`config.mk`:
```
export PLATFORM = sky130hd
export DESIGN_NAME = irq_prio_arbiter
export DESIGN_NICKNAME = d
export VERILOG_FILES = /design/src/rtl/pa_pkg.sv /design/src/rtl/pa_line_key.sv /design/src/rtl/pa_select.sv /design/src/rtl/pa_gate.sv /design/src/rtl/irq_prio_arbiter.sv
export SDC_FILE = /design/constraint.sdc
export NUM_CORES = 1
export LEC_CHECK = 0
export BUFFER_PORTS_ARGS = -buffer_cell sky130_fd_sc_hd__buf_4
export CORE_MARGIN = 2
export CORE_UTILIZATION = 58
export DETAILED_ROUTE_END_ITERATION = 10
export GPL_ROUTABILITY_DRIVEN = 0
export PLACE_DENSITY_LB_ADDON = 0.08
export SLEW_MARGIN = 40
export SYNTH_ARGS = -nofsm -noshare
export SYNTH_HDL_FRONTEND = slang
export SYNTH_HIERARCHICAL = 1
export SYNTH_SLANG_ARGS = --single-unit
export TNS_END_PERCENT = 1
```
`constraint.sdc`:
```
create_clock -name clk -period 0.84 [get_ports clk]
set_input_delay 0.126 -clock clk [delete_from_list [all_inputs] [get_ports clk]]
set_output_delay 0.126 -clock clk [all_outputs]
set_load 0.1 [all_outputs]
```
`src/rtl/pa_pkg.sv`:
```
package pa_pkg;

    localparam int PRIO_W = 8;

    // Keep-mask for the implemented (left-aligned) priority bits.
    function automatic logic [PRIO_W-1:0] impl_mask(input int unsigned bits);
        logic [PRIO_W-1:0] m;
        m = 8'hFF << (PRIO_W - bits);
        return m;
    endfunction

    // Mask selecting the preemption group: bits above the split position.
    function automatic logic [PRIO_W-1:0] grp_mask(input logic [2:0] split);
        logic [PRIO_W-1:0] t;
        t = 8'd2 << split;
        t = t - 8'd1;
        return ~t;
    endfunction

endpackage

```
`src/rtl/pa_line_key.sv`:
```
module pa_line_key
    import pa_pkg::*;
#(
    parameter int IMPL_BITS = 3
) (
    input  logic              pend,
    input  logic              en,
    input  logic [PRIO_W-1:0] prio_raw,
    output logic              valid,
    output logic [PRIO_W-1:0] key
);
    localparam logic [PRIO_W-1:0] KEEP = impl_mask(IMPL_BITS);

    always_comb begin
        valid = pend & en;
        key   = prio_raw & KEEP;
    end
endmodule

```
`src/rtl/pa_select.sv`:
```
module pa_select
    import pa_pkg::*;
#(
    parameter int NUM_IRQ = 8,
    parameter int IDX_W   = 3
) (
    input  logic [NUM_IRQ-1:0]             valid,
    input  logic [NUM_IRQ-1:0][PRIO_W-1:0] key,
    output logic                           win_v,
    output logic [IDX_W-1:0]               win_idx,
    output logic [PRIO_W-1:0]              win_key
);
    always_comb begin
        win_v   = 1'b0;
        win_idx = '0;
        win_key = '1;
        // Strict compare keeps the earlier (lower) index on ties.
        for (int i = 0; i < NUM_IRQ; i++) begin
            if (valid[i] && (!win_v || (key[i] < win_key))) begin
                win_v   = 1'b1;
                win_idx = IDX_W'(i);
                win_key = key[i];
            end
        end
    end
endmodule

```
`src/rtl/pa_gate.sv`:
```
module pa_gate
    import pa_pkg::*;
#(
    parameter int IMPL_BITS = 3
) (
    input  logic              win_v,
    input  logic [PRIO_W-1:0] win_key,
    input  logic              run_act,
    input  logic [PRIO_W-1:0] run_prio,
    input  logic [2:0]        split,
    input  logic              gmask,
    input  logic [PRIO_W-1:0] base,
    output logic              take
);
    localparam logic [PRIO_W-1:0] KEEP = impl_mask(IMPL_BITS);

    logic [PRIO_W-1:0] gm;
    logic [PRIO_W:0]   win_grp;
    logic [PRIO_W:0]   run_grp;
    logic [PRIO_W-1:0] base_k;
    logic              base_blk;

    always_comb begin
        gm       = grp_mask(split);
        win_grp  = {1'b0, win_key & gm};
        // Idle: one level beyond the least urgent value.
        run_grp  = run_act ? {1'b0, run_prio & KEEP & gm} : {1'b1, {PRIO_W{1'b0}}};
        base_k   = base & KEEP;
        base_blk = (base_k != '0) && ((win_key & gm) >= base_k);
        take     = win_v && !gmask && !base_blk && (win_grp < run_grp);
    end
endmodule

```
`src/rtl/irq_prio_arbiter.sv`:
```
module irq_prio_arbiter
    import pa_pkg::*;
#(
    parameter int NUM_IRQ   = 8,
    parameter int IMPL_BITS = 3,
    parameter int IDX_W     = (NUM_IRQ > 1) ? $clog2(NUM_IRQ) : 1
) (
    input  logic                      clk,
    input  logic                      rst_n,
    input  logic [NUM_IRQ-1:0]        pend_i,
    input  logic [NUM_IRQ-1:0]        en_i,
    input  logic [NUM_IRQ*PRIO_W-1:0] prio_i,
    input  logic                      run_act_i,
    input  logic [PRIO_W-1:0]         run_prio_i,
    input  logic [2:0]                split_i,
    input  logic                      gmask_i,
    input  logic [PRIO_W-1:0]         base_i,
    output logic                      take_o,
    output logic [IDX_W-1:0]          idx_o,
    output logic [PRIO_W-1:0]         prio_o
);
    localparam logic [PRIO_W-1:0] KEEP = impl_mask(IMPL_BITS);

    logic [NUM_IRQ-1:0]             valid;
    logic [NUM_IRQ-1:0][PRIO_W-1:0] key;
    logic                           win_v;
    logic [IDX_W-1:0]               win_idx;
    logic [PRIO_W-1:0]              win_key;
    logic                           take_d;

    for (genvar g = 0; g < NUM_IRQ; g++) begin : g_line
        pa_line_key #(.IMPL_BITS(IMPL_BITS)) u_key (
            .pend     (pend_i[g]),
            .en       (en_i[g]),
            .prio_raw (prio_i[g*PRIO_W +: PRIO_W]),
            .valid    (valid[g]),
            .key      (key[g])
        );
    end

    pa_select #(.NUM_IRQ(NUM_IRQ), .IDX_W(IDX_W)) u_sel (
        .valid   (valid),
        .key     (key),
        .win_v   (win_v),
        .win_idx (win_idx),
        .win_key (win_key)
    );

    pa_gate #(.IMPL_BITS(IMPL_BITS)) u_gate (
        .win_v    (win_v),
        .win_key  (win_key),
        .run_act  (run_act_i),
        .run_prio (run_prio_i),
        .split    (split_i),
        .gmask    (gmask_i),
        .base     (base_i),
        .take     (take_d)
    );

    always_ff @(posedge clk or negedge rst_n) begin
        if (!rst_n) begin
            take_o <= 1'b0;
            idx_o  <= '0;
            prio_o <= '0;
        end else begin
            take_o <= take_d;
            idx_o  <= take_d ? win_idx : '0;
            prio_o <= take_d ? win_key : '0;
        end
    end

    // Shadow of eligibility used only by the checks below.
    logic [NUM_IRQ-1:0] elig_q;
    always_ff @(posedge clk or negedge rst_n) begin
        if (!rst_n) elig_q <= '0;
        else        elig_q <= pend_i & en_i;
    end

    assert_offer_eligible_R9: assert property (@(posedge clk) disable iff (!rst_n)
        take_o |-> elig_q[idx_o]);

    assert_low_bits_zero_R2: assert property (@(posedge clk) disable iff (!rst_n)
        take_o |-> ((prio_o & ~KEEP) == '0));

    assert_gmask_blocks_R7: assert property (@(posedge clk) disable iff (!rst_n)
        gmask_i |=> !take_o);

    assert_nest_strict_R5: assert property (@(posedge clk) disable iff (!rst_n)
        run_act_i |=> (!take_o ||
            ((prio_o & grp_mask($past(split_i))) <
             ($past(run_prio_i) & KEEP & grp_mask($past(split_i))))));

    assert_base_threshold_R8: assert property (@(posedge clk) disable iff (!rst_n)
        ((base_i & KEEP) != '0) |=> (!take_o ||
            ((prio_o & grp_mask($past(split_i))) < ($past(base_i) & KEEP))));

    assert_idle_zero_R10: assert property (@(posedge clk) disable iff (!rst_n)
        !take_o |-> (idx_o == '0 && prio_o == '0));

endmodule

```
* After elaboration in Yosys (flattened, before gate mapping) *
Index checks and enable logic that the tools add are counted.

storage, ports and cells
  bits in registers = 12
  output and inout bits = 12

cells by class
  add/sub/neg operators = 1
  order comparisons = 9
  shift-type cells = 1
  multiplexer cells = 26
  bitwise operators = 11
  reduce and logical (&&, ||, !) cells = 28

operators by type and width
  operator                                           count
  2-to-1 mux 8 bit                                   9
  less-than comparator 8 bit                         7
  bitwise AND 8 bit                                  2
  2-to-1 mux 3 bit                                   5
  logical AND 1 bit                                  11
  logical NOT 1 bit                                  9
  less-than comparator 8 x 9 -> 1 bit                1
  2-to-1 mux 1 bit                                   9
  2-to-1 mux 9 bit                                   1
  bitwise AND 1 bit                                  8
  >= comparator 8 bit                                1
  NOT 8 bit                                          1
  nonzero test 8 bit                                 1
  left shift 2 x 3 -> 8 bit (first input constant)   1
  subtractor 8 x 1 -> 8 bit (second input constant)  1
  logical OR 1 bit                                   7
  2-to-1 mux 2 bit                                   2

* Depth between registers and ports, before layout *
  depth in word-level cells = 37
  mapped depth = 82

* By module *
Netlist, hierarchy kept.

modules (own cells, without submodules)
  module            instances  cells an instance  area each (µm²)
  pa_select         1          364                2551.2
  pa_line_key       8          10                 70.1
  irq_prio_arbiter  1          24                 380.4
  pa_gate           1          44                 309.0

* Worst setup path after synthesis *
Ideal clock, no wire load.

  path kind = input to register
  start = input pend_i[0]
  end = register idx_o[0]
  setup time = 0.119 ns
  arrival = 13.628 ns
  data required time = 0.721 ns
  setup slack = -12.907 ns
  stages = 74
  buffers on the path = 8
  path through = and2_1 clkbuf_1 nor2b_1 ha_1 a21o_1 a2111oi_4 o21ai_1 o21ai_0 clkbuf_1 nand2_1 o21ai_0 inv_1 ha_1 o21ai_0 o211a_1 nor2b_1 nor3b_1 a21oi_4 [... 38 more ...] a21oi_1 ha_1 nor2b_1 o21ai_0 nand2_1 inv_1 o21ai_0 a31oi_1 buf_2 a2bb2oi_1 and2_1 ha_1 o2111ai_1 a221oi_2 nor2_1 o311a_1 buf_6 and2_1

between the ends
  word-level cells in the longest chain between the ends = 37
  elaborated cells between the ends (all ways) = 61
  classes of those cells = 9 x order compare; 24 x mux; 2 x bitwise; 26 x reduce/logical

RTL lines
  what                                                                    RTL line                      RTL
  start, declared                                                         irq_prio_arbiter.sv:10        input logic [NUM_IRQ-1:0] pend_i,
  bitwise AND 1 bit (*)                                                   pa_line_key.sv:15             valid = pend & en;
  2-to-1 mux 8 bit / 2-to-1 mux 1 bit (equally long branches)             pa_select.sv:19               if (valid[i] && (!win_v || (key[i] < win_key))) begin
  less-than comparator 8 bit / logical NOT 1 bit (equally long branches)  pa_select.sv:19
  logical OR 1 bit                                                        pa_select.sv:19
  logical AND 1 bit                                                       pa_select.sv:19
  2-to-1 mux 8 bit / 2-to-1 mux 1 bit (equally long branches)             pa_select.sv:19
  less-than comparator 8 bit / logical NOT 1 bit (equally long branches)  pa_select.sv:19
  logical OR 1 bit                                                        pa_select.sv:19
  [... 22 more ...]                                                       -
  named net win_key[6]                                                    irq_prio_arbiter.sv:28        logic [PRIO_W-1:0] win_key;
  bitwise AND 8 bit (*)                                                   pa_gate.sv:25, pa_gate.sv:29
  >= comparator 8 bit                                                     pa_gate.sv:29                 base_blk = (base_k != '0) && ((win_key & gm) >= base_k);
  logical AND 1 bit                                                       pa_gate.sv:29
  logical NOT 1 bit                                                       pa_gate.sv:30                 take = win_v && !gmask && !base_blk && (win_grp < run_grp);
  logical AND 1 bit                                                       pa_gate.sv:30
  logical AND 1 bit (*)                                                   pa_gate.sv:30
  named net take_d                                                        irq_prio_arbiter.sv:29        logic take_d;
  2-to-1 mux 3 bit (*)                                                    irq_prio_arbiter.sv:67        idx_o <= take_d ? win_idx : '0;
  end signal, assigned                                                    irq_prio_arbiter.sv:67
  end, declared                                                           irq_prio_arbiter.sv:19        output logic [IDX_W-1:0] idx_o,

The timed path passes the listed nets; every way through them passes the cells marked *.

* Final worst setup path *
  start = input en_i[0]
  end = register prio_o[4]

between the ends
  word-level cells in the longest chain between the ends = 37
  elaborated cells between the ends (all ways) = 54
  classes of those cells = 9 x order compare; 17 x mux; 2 x bitwise; 26 x reduce/logical

RTL lines
  what                                                                    RTL line                      RTL
  start, declared                                                         irq_prio_arbiter.sv:11        input logic [NUM_IRQ-1:0] en_i,
  bitwise AND 1 bit (*)                                                   pa_line_key.sv:15
  named net valid[0]                                                      irq_prio_arbiter.sv:24        logic [NUM_IRQ-1:0] valid;
  2-to-1 mux 8 bit / 2-to-1 mux 1 bit (equally long branches)             pa_select.sv:19
  less-than comparator 8 bit / logical NOT 1 bit (equally long branches)  pa_select.sv:19
  logical OR 1 bit                                                        pa_select.sv:19
  logical AND 1 bit                                                       pa_select.sv:19
  2-to-1 mux 8 bit / 2-to-1 mux 1 bit (equally long branches)             pa_select.sv:19
  less-than comparator 8 bit / logical NOT 1 bit (equally long branches)  pa_select.sv:19
  [... 23 more ...]                                                       -
  named net win_key[6]                                                    irq_prio_arbiter.sv:28
  bitwise AND 8 bit (*)                                                   pa_gate.sv:25, pa_gate.sv:29
  >= comparator 8 bit                                                     pa_gate.sv:29
  logical AND 1 bit                                                       pa_gate.sv:29
  logical NOT 1 bit                                                       pa_gate.sv:30
  logical AND 1 bit                                                       pa_gate.sv:30
  logical AND 1 bit (*)                                                   pa_gate.sv:30
  named net take_d                                                        irq_prio_arbiter.sv:29
  2-to-1 mux 8 bit (*)                                                    irq_prio_arbiter.sv:68        prio_o <= take_d ? win_key : '0;
  end signal, assigned                                                    irq_prio_arbiter.sv:68
  end, declared                                                           irq_prio_arbiter.sv:20        output logic [PRIO_W-1:0] prio_o

Marked as above.

==> summary.md <==
| Metric | Value |
|---|---|
| Status | finished with violations |
| Failing checks | negative setup slack |
| Minimum clock period after layout | 13,410 ps |
| CP delay by family, top | compound AO/OA/AOI/OAI gates |
| Post-synth EDFFs | 0 |
| Pin count of the biggest net entering global routing | 14 |
| Die area | 7220 sq um |
| Share of layout cells above drive strength 1 | 50.1% |
| Final nets | ~850 |
| CP max stage delay | approximately 400 ps |
| Mapped Cells | 512 |
| Final worst setup slack | -12,570 ps |
| Area Overhead vs Synth | 59.8% |
| Ys async rst share | 100% |
| Maximum clock frequency | 74.6 MHz |
| Net Sw Frac | about 50% |
| Initial antenna violation count | 0 |
| NetSw | 5.87 mW |
| # DRC | 0 |
| Antenna Nets Post-Route | 0 |
| Vias | 5,259 |
| GRT Max-Usage Layer | met2 |
| FP Rows | 29 |
| Slew @ Worst Pin | 798 ps |
| Core area | between 6000 and 7000 sq um |
| FF+latch count, synth | 12 |
| Total negative setup slack | -151,700 ps |
| Detailed Place HPWL | 9.10 mm |
| Via/cell ratio | around 6.8 |
| Crit Path Class | in2reg |
| Internal power | 5.69 mW |
| Worst-path clk slew | 60 ps |
| Critical Path AT | approximately 14,000 ps |
| Clock sink count | 12 |
| Critical path endpoint category | flip-flop |
| H-tree depth | 1 |
| Met2 Use GR | 61.2% |
| Most common cell on crit path | buf_6 |
| Worst endpoint required time | 1030 ps |
| Chip Width | roughly 85 microns |
| Seq pwr share | 7.7% |
| Met3 GRT Util | 3.31% |
| Number of synthesis warnings | 6 |
| Yosys cell types | 80 |
| RSZ-0062 raised after global routing | true |
| Setup violators final | 24 |
| Crit-path slowest cell | a21oi_1 |
| Mean post-synth cell area | between 7 and 8 sq um |
| Drt pass-1 iters | 5 |
| # IOs | roughly 120 |
| Final Total Pwr | 11.6 mW |
| Final Cycle Share | 1600% |
| DR iter-0 viols | 601 |
| CTS tree | yes |
| Total global routing overflow | 0 |
| Clock Power Share | 5.7% |
| Met1 Usage GRT | 33.7% |
| Post-Syn Area | 3800 sq um |
| Top FF cell, synth | dfrtp_1 |
| Die H | roughly 85 microns |
| Ant diodes | 0 |
| CTS buffer count | 3 |
| Initial Util | about three fifths |
| Leak | 2.90 nW |
| Root Driver | clkbuf_8 |
| Rel. slew slack | 46.1% |
| HP Class | in2async |
| GRT Util Overall | 31.1% |
| PD cells | 1900 nW/um^2 |
| First-pass GRT wire length | 18.7 mm |
| Vias in the first global route | 4,354 |
| Final Hold Fails | 0 |
| Wire per inst | 24.6 microns |
| Wirelength, routed | 19.1 mm |
| Final Slew Violations | 0 |
| VDD IR-drop max | 2.14 mV |
| Seq/Total Area, Yosys | 7.90% |
| Crit path buffers/inverters | 12 |
| Combinational Power Share | 86.5% |
| Critical path launch point type | input port |
| Clk buf depth | 2 |
| CP max FO | 7 |
| Max cap viols | 0 |
| IO Port Bufs | 64 |
-- how the worst max path moves through the flow --
stage / startpoint / end / slack, ps / cells past startpoint
3_5_place_dp: en_i[0] / prio_o[6]$_DFF_PN0_ / -12140 / 72
4_1_cts: en_i[0] / prio_o[4]$_DFF_PN0_ / -11470 / 74
3_3_place_gp: en_i[0] / prio_o[5]$_DFF_PN0_ / -11350 / 72
6_report: en_i[0] / prio_o[4]$_DFF_PN0_ / -12570 / 74
2_1_floorplan: en_i[0] / prio_o[0]$_DFF_PN0_ / -11290 / 75
5_1_grt: en_i[0] / prio_o[4]$_DFF_PN0_ / -13210 / 76
-- synthesized netlist by cell type (2+ instances only) --
cell,number,area [sq um]
mux2i_1,10,100
ha_1,44,551
a2111oi_4,2,55.1
o211ai_2,2,25.0
o21bai_1,2,15.0
o21ai_0,41,205
nand2_1,37,139
dfrtp_1,12,300
o31ai_1,2,15.0
a221oi_2,2,30.0
a21oi_1,26,130
nand4_1,4,25.0
inv_1,46,173
a211oi_1,4,30.0
clkbuf_1,6,22.5
conb_1,8,30.0
o21a_1,4,30.0
o21ai_1,4,20.0
nor3b_1,3,22.5
a311oi_1,2,17.5
a31oi_1,5,31.3
and4_1,5,43.8
maj3_1,2,20.0
nor4_1,2,12.5
o221ai_1,2,17.5
and2_1,22,138
a21o_1,16,120
mux2_4,7,105
nor3_1,8,40.0
a21oi_2,2,17.5
or3b_2,2,17.5
o211ai_1,5,37.5
a211o_1,2,17.5
nand2b_1,6,37.5
buf_4,64,480
nor2b_1,13,81.3
a2bb2oi_1,6,52.6
nor2_1,30,113
nor3b_2,2,25.0
nand3b_1,3,22.5
buf_2,2,10.0
nand3_1,6,30.0
or2_1,2,12.5
-- per-stage QoR --
step	hold slack [ps]	setup slack, ps	utilization (%)	area [sq um]	instances
final	303	-12570	95.6	6070	777
after detailed placement	-27.9	-12140	80.9	5140	743
after floorplan	-170	-11290	-	4140	544
after global routing	313	-13210	95.6	6070	777
after CTS	262	-11470	84.9	5390	756
after global placement	-36.2	-11350	80.9	5140	743
-- per-layer routing --
layer	vias up	routed length (microns)
met2	573	8610
met3	247	2240
li1	2107	-
met1	2332	6190
met4	0	2050
met5	-	0
-- layout by cell type (no fill, tap or decap), types with 7 or more instances in the layout --
master	n
a21o_1	16
a21oi_1	20
a21oi_2	7
and2_1	12
and2_4	10
buf_12	7
buf_4	197
buf_6	12
conb_1	40
dfrtp_1	11
ha_1	27
ha_4	16
inv_1	39
inv_2	7
mux2_4	8
nand2_1	32
nor2_1	27
nor2b_1	7
o21ai_0	22
o21ai_1	11
o21ai_2	8
-- power by group through the flow --
stage	registers (mW)	logic, mW	clock network, mW
after floorplan	1.87	3.62	0
after global placement	0.779	6.83	0
after detailed placement	0.788	7.06	0
after CTS	0.832	7.45	0.629
after global routing	0.899	10.3	0.716
final	0.895	10.0	0.664
-- sequential cells by signal (all words and copies together) (netlist names) --
| name | flops |
|---|---|
| idx_o | 3 |
| take_o | 1 |
| prio_o | 8 |
-- cell families after synthesis --
| group | synth area share, % |
|---|---|
| buffers and inverters | 18.4 |
| AOI/OAI and AO/OA | 29.0 |
| other | 0.790 |
| DFF | 7.90 |
| xor gates and xnor gates | 0.461 |
| and+or+nand+nor | 22.2 |
| adders and majority gates | 15.3 |
| muxes | 5.99 |
-- final cells by class --
| class | count | area, sq um |
|---|---|---|
| Clock buffer | 4 | 55.1 |
| Fill cell | 155 | 277 |
| Inverter | 47 | 176 |
| Multi-Input combinational cell | 413 | 3560 |
| Sequential cell | 12 | 302 |
| Tap cell | 77 | 96.3 |
| Timing Repair Buffer | 224 | 1880 |
-- timing repair --
action | in CTS | in global routing
cloned | 1 | 2
setup buffers | 7 | 20
endpoints found under the hold margin | 12 | 0
pin swaps | 7 | 55
endpoints found under the setup margin | 24 | 24
hold buffers | 1 | 0
gates resized for setup | 33 | 104
No activity file was read; power rests on OpenSTA's default activity.
